<file path="config.mk">
export PLATFORM = sky130hd
export DESIGN_NAME = rx_trig_fifo
export DESIGN_NICKNAME = d
export VERILOG_FILES = /design/src/rtl/rx_trig_fifo.sv
export SDC_FILE = /design/constraint.sdc
export NUM_CORES = 1
export LEC_CHECK = 0
export ABC_AREA = 1
export CAP_MARGIN = 30
export CORE_MARGIN = 2
export CORE_UTILIZATION = 54
export CTS_CLUSTER_DIAMETER = 200
export DETAILED_ROUTE_END_ITERATION = 16
export PLACE_DENSITY = 0.76
export RECOVER_POWER = 25
export SETUP_SLACK_MARGIN = 0.5
export SYNTH_ARGS = -nofsm -noshare
export SYNTH_HDL_FRONTEND = slang
export SYNTH_SLANG_ARGS = --single-unit
</file>
<file path="constraint.sdc">
create_clock -name clk -period 2.4 [get_ports clk]
set_clock_uncertainty 0.05 [all_clocks]
set_input_delay 0.48 -clock clk [delete_from_list [all_inputs] [get_ports clk]]
set_output_delay 0.48 -clock clk [all_outputs]
set_load 0.05 [all_outputs]
</file>
<file path="src/rtl/rx_trig_fifo.sv">
module rx_trig_fifo #(
  parameter int DEPTH   = 16,
  parameter int W       = 8,
  parameter int EW      = 3,
  parameter int TOUT_CH = 4
) (
  input  logic                        clk,
  input  logic                        rst_n,
  input  logic                        wr_en,
  input  logic [W-1:0]                wr_data,
  input  logic [EW-1:0]               wr_err,
  input  logic                        rd_en,
  output logic [W-1:0]                rd_data,
  output logic [EW-1:0]               rd_err,
  input  logic                        status_rd,
  input  logic                        flush_req,
  output logic                        flush_busy,
  input  logic [1:0]                  trig_sel,
  input  logic                        irq_en,
  input  logic                        stop_mid,
  input  logic                        char_tick,
  output logic [$clog2(DEPTH+1)-1:0]  count,
  output logic                        data_ready,
  output logic                        trig_irq,
  output logic                        tout_irq,
  output logic                        overrun
);
  localparam int AW = $clog2(DEPTH);
  localparam int CW = $clog2(DEPTH+1);
  localparam int TW = $clog2(TOUT_CH+1);

  logic [W+EW-1:0] mem [DEPTH];
  logic [AW-1:0]   wptr, rptr;
  logic [TW-1:0]   tcnt;
  logic [CW-1:0]   thr;
  logic            full, empty, do_wr, do_rd, restart;

  assign full    = (count == CW'(DEPTH));
  assign empty   = (count == '0);
  assign do_rd   = rd_en && !empty && !flush_busy;
  assign do_wr   = wr_en && !flush_busy && (!full || do_rd);
  assign restart = stop_mid || rd_en || empty || flush_busy;

  assign {rd_err, rd_data} = mem[rptr];
  assign data_ready        = !empty;

  always_comb begin
    case (trig_sel)
      2'b00:   thr = CW'(1);
      2'b01:   thr = CW'(4);
      2'b10:   thr = CW'(8);
      default: thr = CW'(DEPTH - 2);
    endcase
  end

  assign trig_irq = irq_en && (count >= thr);
  assign tout_irq = irq_en && !empty && (tcnt == TW'(TOUT_CH));

  always_ff @(posedge clk) begin
    if (do_wr) mem[wptr] <= {wr_err, wr_data};
  end

  always_ff @(posedge clk or negedge rst_n) begin
    if (!rst_n) begin
      wptr       <= '0;
      rptr       <= '0;
      count      <= '0;
      flush_busy <= 1'b0;
    end else if (flush_busy) begin
      wptr       <= '0;
      rptr       <= '0;
      count      <= '0;
      flush_busy <= 1'b0;
    end else begin
      flush_busy <= flush_req;
      if (do_wr) wptr <= (wptr == AW'(DEPTH-1)) ? '0 : wptr + 1'b1;
      if (do_rd) rptr <= (rptr == AW'(DEPTH-1)) ? '0 : rptr + 1'b1;
      count <= count + CW'(do_wr) - CW'(do_rd);
    end
  end

  always_ff @(posedge clk or negedge rst_n) begin
    if (!rst_n)                                  tcnt <= '0;
    else if (restart)                            tcnt <= '0;
    else if (char_tick && tcnt != TW'(TOUT_CH))  tcnt <= tcnt + 1'b1;
  end

  always_ff @(posedge clk or negedge rst_n) begin
    if (!rst_n)                                      overrun <= 1'b0;
    else if (wr_en && full && !do_rd && !flush_busy) overrun <= 1'b1;
    else if (status_rd)                              overrun <= 1'b0;
  end

  AST_NO_OVERFLOW: assert property (@(posedge clk) disable iff (!rst_n)
    count <= CW'(DEPTH));
  AST_FULL_DROP: assert property (@(posedge clk) disable iff (!rst_n)
    (full && wr_en && !rd_en && !flush_busy) |=> (full && overrun));
  AST_FLUSH_SELF_CLEAR: assert property (@(posedge clk) disable iff (!rst_n)
    flush_busy |=> (!flush_busy && empty));
  AST_READ_RESTART: assert property (@(posedge clk) disable iff (!rst_n)
    (rd_en || stop_mid) |=> !tout_irq);
  AST_GATED_IRQ: assert property (@(posedge clk) disable iff (!rst_n)
    !irq_en |-> !(trig_irq || tout_irq));
  AST_EMPTY_READ: assert property (@(posedge clk) disable iff (!rst_n)
    (empty && rd_en && !wr_en) |=> empty);
endmodule

</file>
==> key figures <==
Outcome
  – Outcome: complete, but fails checks
  – Failing checks: setup timing

Placed design
  – Detailed-placement wirelength estimate: 12.7 mm
  – Placed Area: 9650 sq um
  – Gpl congestion: 0.841
  – PortBufs: 42

Min path
  – HP Start: flush_busy
  – Hold/Removal Path Class: flip-flop to flip-flop

Die
  – Initial Utilization: 0.551
  – Width of the die: 128 microns
  – Core area: 15100 sq um
  – Die Y: 128 microns
  – I/O pin cnt: 43
  – Row count: 45
  – DIE AREA: 16500 sq um

STA
  – Final hold vios: 0
  – Period utilisation layout: 1.09
  – Unrepaired setup endpoints after global routing: yes
  – Slew margin rel.: 0.265
  – Final worst path period need: 2.62 ns
  – FMAX: 382 MHz
  – Setup WS post-layout: -0.217 ns
  – Worst-Margin Slew: 1.10 ns
  – Final Max Slew Viols: 0
  – Final setup viols: 14

Critical path
  – Crit-path max cell delay: 0.51 ns
  – Crit path cell chain: buf_6 > buf_16 > a21oi_1 > o21ai_1 > nand3_1 > nand2_2 > nand2_2 > buf_12
  – Crit Path Class: flip-flop to output port
  – Setup crit start kind: flip-flop
  – Worst setup path start: rptr[0]
  – R2R Path Start: count[2]
  – Critical Path Fanout Max: 8
  – WP data required: 1.87 ns
  – CP max stage cell: dfrtp_4
  – Crit-path most repeated cell: nand2_2
  – Critical path data arrival time: 2.09 ns
  – Crit. End Element: output port

Routing
  – Routed len/inst: 22.1 microns
  – Initial DRC count: 909
  – Vias after detailed routing: 6323
  – Drt pass-1 iters: 5
  – Final wirelength: 23.3 mm
  – Mean number of vias per cell: 6.00
  – Antenna Nets Post-Route: 0
  – Post-route DRC: 0

Global route
  – Initial antenna violation count: 0
  – Gr usage total: 0.265
  – Number of global-route vias before repair: 6272
  – Global-route wire length before repair: 32.4 mm
  – Largest net degree at the start of global routing: 64
  – GRT overflow: 0

Yosys
  – Cell Area, Synth: 8350 sq um
  – Syn Inst Count: 747
  – Post-synthesis mux area share: 0
  – Largest family of logic cells by synthesized area: simple AND/OR/NAND/NOR gates
  – Post-synthesis xor/xnor area fraction: 0.00315
  – Adder and majority gate portion of the synthesized area: 0.0279
  – Post-Synth Simple-Gate Area: 0.162
  – YS warnings: 0
  – Post-synthesis sequential area ratio: 0.687
  – Synth unique cells: 28
  – Avg Inst Size Synth: 11.2 sq um
  – Syn Nets: 787
  – Compound-gate portion of the synthesized area: 0.0652
  – Yosys reg bits: 194

Power and ir drop
  – Leak: 4.33 nW
  – Worst IR Drop VDD: 0.887 mV
  – Pwr Density: 1170 nW/um^2

Clock network
  – Root buffer cell: clkbuf_16
  – Skew-Pair Late Insertion Delay: 0.44 ns
  – CTS H-tree depth: 4
  – Clk sink count: 194
  – Cts hold-fix bufs: 0
  – CTS tree: yes
  – Clk pin slew, worst setup/hold paths: 0.07 ns
  – Clock Path Buffers: 2
  – CTS Buf Count: 17

Finish
  – Util after Layout: 0.728
  – Area Overhead vs Synth: 32.0%
  – Diodes inserted: 0
  – Fraction of layout instances using a drive strength above 1: 0.267
  – Fillers: 921
  – Nets@finish: 894
  – Design area: 11000 sq um

Job
  – Total of max-cap violations: 0
power by group:
| part | switching, mW | internal [mW] |
|---|---|---|
| Combinational | 3.62 | 2.50 |
| Sequential | 0.153 | 3.90 |
| Clock | 1.24 | 1.53 |
timing repair:
action	in CTS	in global routing
endpoints found under the setup margin	200	110
pin swaps	14	19
endpoints found under the hold margin	0	0
cloned	2	11
buffers inserted	13	8
resized for setup	59	90
cell usage after synthesis:
master,n,area (sq um)
inv_1,66,248
o211ai_1,10,75.1
nor3_1,16,80.1
xor2_1,3,26.3
edfxtp_1,176,5290
o22ai_1,1,6.26
buf_1,4,15.0
nand4_1,5,31.3
dfrtp_1,18,450
nor2_1,62,233
clkbuf_1,5,18.8
nand3_1,69,345
fa_1,1,20.0
buf_6,2,22.5
or2_2,1,6.26
a31oi_1,2,12.5
o211ai_2,1,12.5
nor2_4,1,11.3
buf_4,7,52.6
nand2_2,1,6.26
o21a_1,1,7.51
ha_1,17,213
nand2_1,170,638
o21ai_1,10,50.1
buf_2,18,90.1
a21oi_1,41,205
o21ai_0,35,175
inv_2,4,15.0
layout by cell type, fill, tap and decap left out, types with 3 or more instances in the layout:
master / count
a21oi_2: 8
edfxtp_1: 176
nand2_1: 145
nor3_4: 13
nor2_4: 3
o21ai_0: 21
buf_12: 28
o21ai_1: 19
buf_4: 40
nand2_2: 20
nand2_4: 6
ha_4: 6
nand4_1: 5
nor2_2: 10
dlygate4sd3_1: 7
ha_1: 11
clkdlybuf4s15_2: 4
xor2_1: 3
dfrtp_2: 5
dlygate4sd2_1: 3
nor2_1: 50
nand3_2: 6
inv_6: 4
buf_6: 17
dfrtp_1: 12
clkinvlp_4: 4
clkbuf_16: 22
inv_2: 8
inv_1: 58
o211ai_1: 10
o21ai_2: 4
clkdlybuf4s50_1: 12
nand3_1: 63
a21oi_1: 33
logic make-up (layout without fill, tap and decap cells):
logic type,after synthesis,count (layout)
buffers and inverters,106,225
adder cells (fa/ha/maj),18,18
AO/OA/AOI/OAI,101,101
AND/OR/NAND/NOR,325,325
flip-flops,194,194
XOR/XNOR,3,3
final cells by class:
class | instances | area, sq um | share of cell area
sequential | 194 | 5750 | 0.521
multi-input combinational | 447 | 2630 | 0.239
timing repair buffer | 123 | 1560 | 0.141
clock buffer | 18 | 429 | 0.0389
inverter | 70 | 284 | 0.0258
tap | 188 | 235 | 0.0213
clock inverter | 13 | 135 | 0.0123
timing repair inverter | 1 | 8.76 | 0.000794
flip-flops by register name, summed over array words and instances, names as in the netlist:
signal	cells
wptr	4
tcnt	3
overrun	1
rptr	4
mem	176
count	5
flush_busy	1
routing by layer:
layer,share of wire,GRT usage
met3,0.085,0.0507
met2,0.53,0.472
met4,0.042,0.112
met1,0.34,0.316
met5,0,0
worst paths after layout:
check / cells past startpoint / slack (ns) / end
max in group asynchronous: 2 / 0.79 / rptr[0]
worst max-delay path: 8 / -0.22 / rd_data[3]
min in group asynchronous: 2 / 0.71 / tcnt[1]
worst min register to register: 1 / 0.48 / count[0]
worst min-delay path: 1 / 0.48 / count[0]
worst max register to register: 16 / -0.05 / count[4]
stage by stage:
step	TNS, ns	worst slack [ns]	total power, mW	cells	hold WS [ns]
floorplan	-9.47	-0.194	7.06	747	0.134
finish	-1.93	-0.217	12.9	1054	0.480
CTS	-1.22	-0.139	12.1	1035	0.335
global route	-2.67	-0.245	13.4	1054	0.514
global placement	-0.629	-0.270	8.88	989	0.463
detailed placement	-1.16	-0.349	9.03	989	0.466
critical path, delay by kind of cell, from the launching register on:
kind / cells / cell delay [ns]
flip-flops: 1 / 0.51
buffers and inverters: 3 / 0.44
AND/OR/NAND/NOR: 3 / 0.40
AO/OA/AOI/OAI: 2 / 0.30
Note: power is estimated with default switching activity, not from simulation.
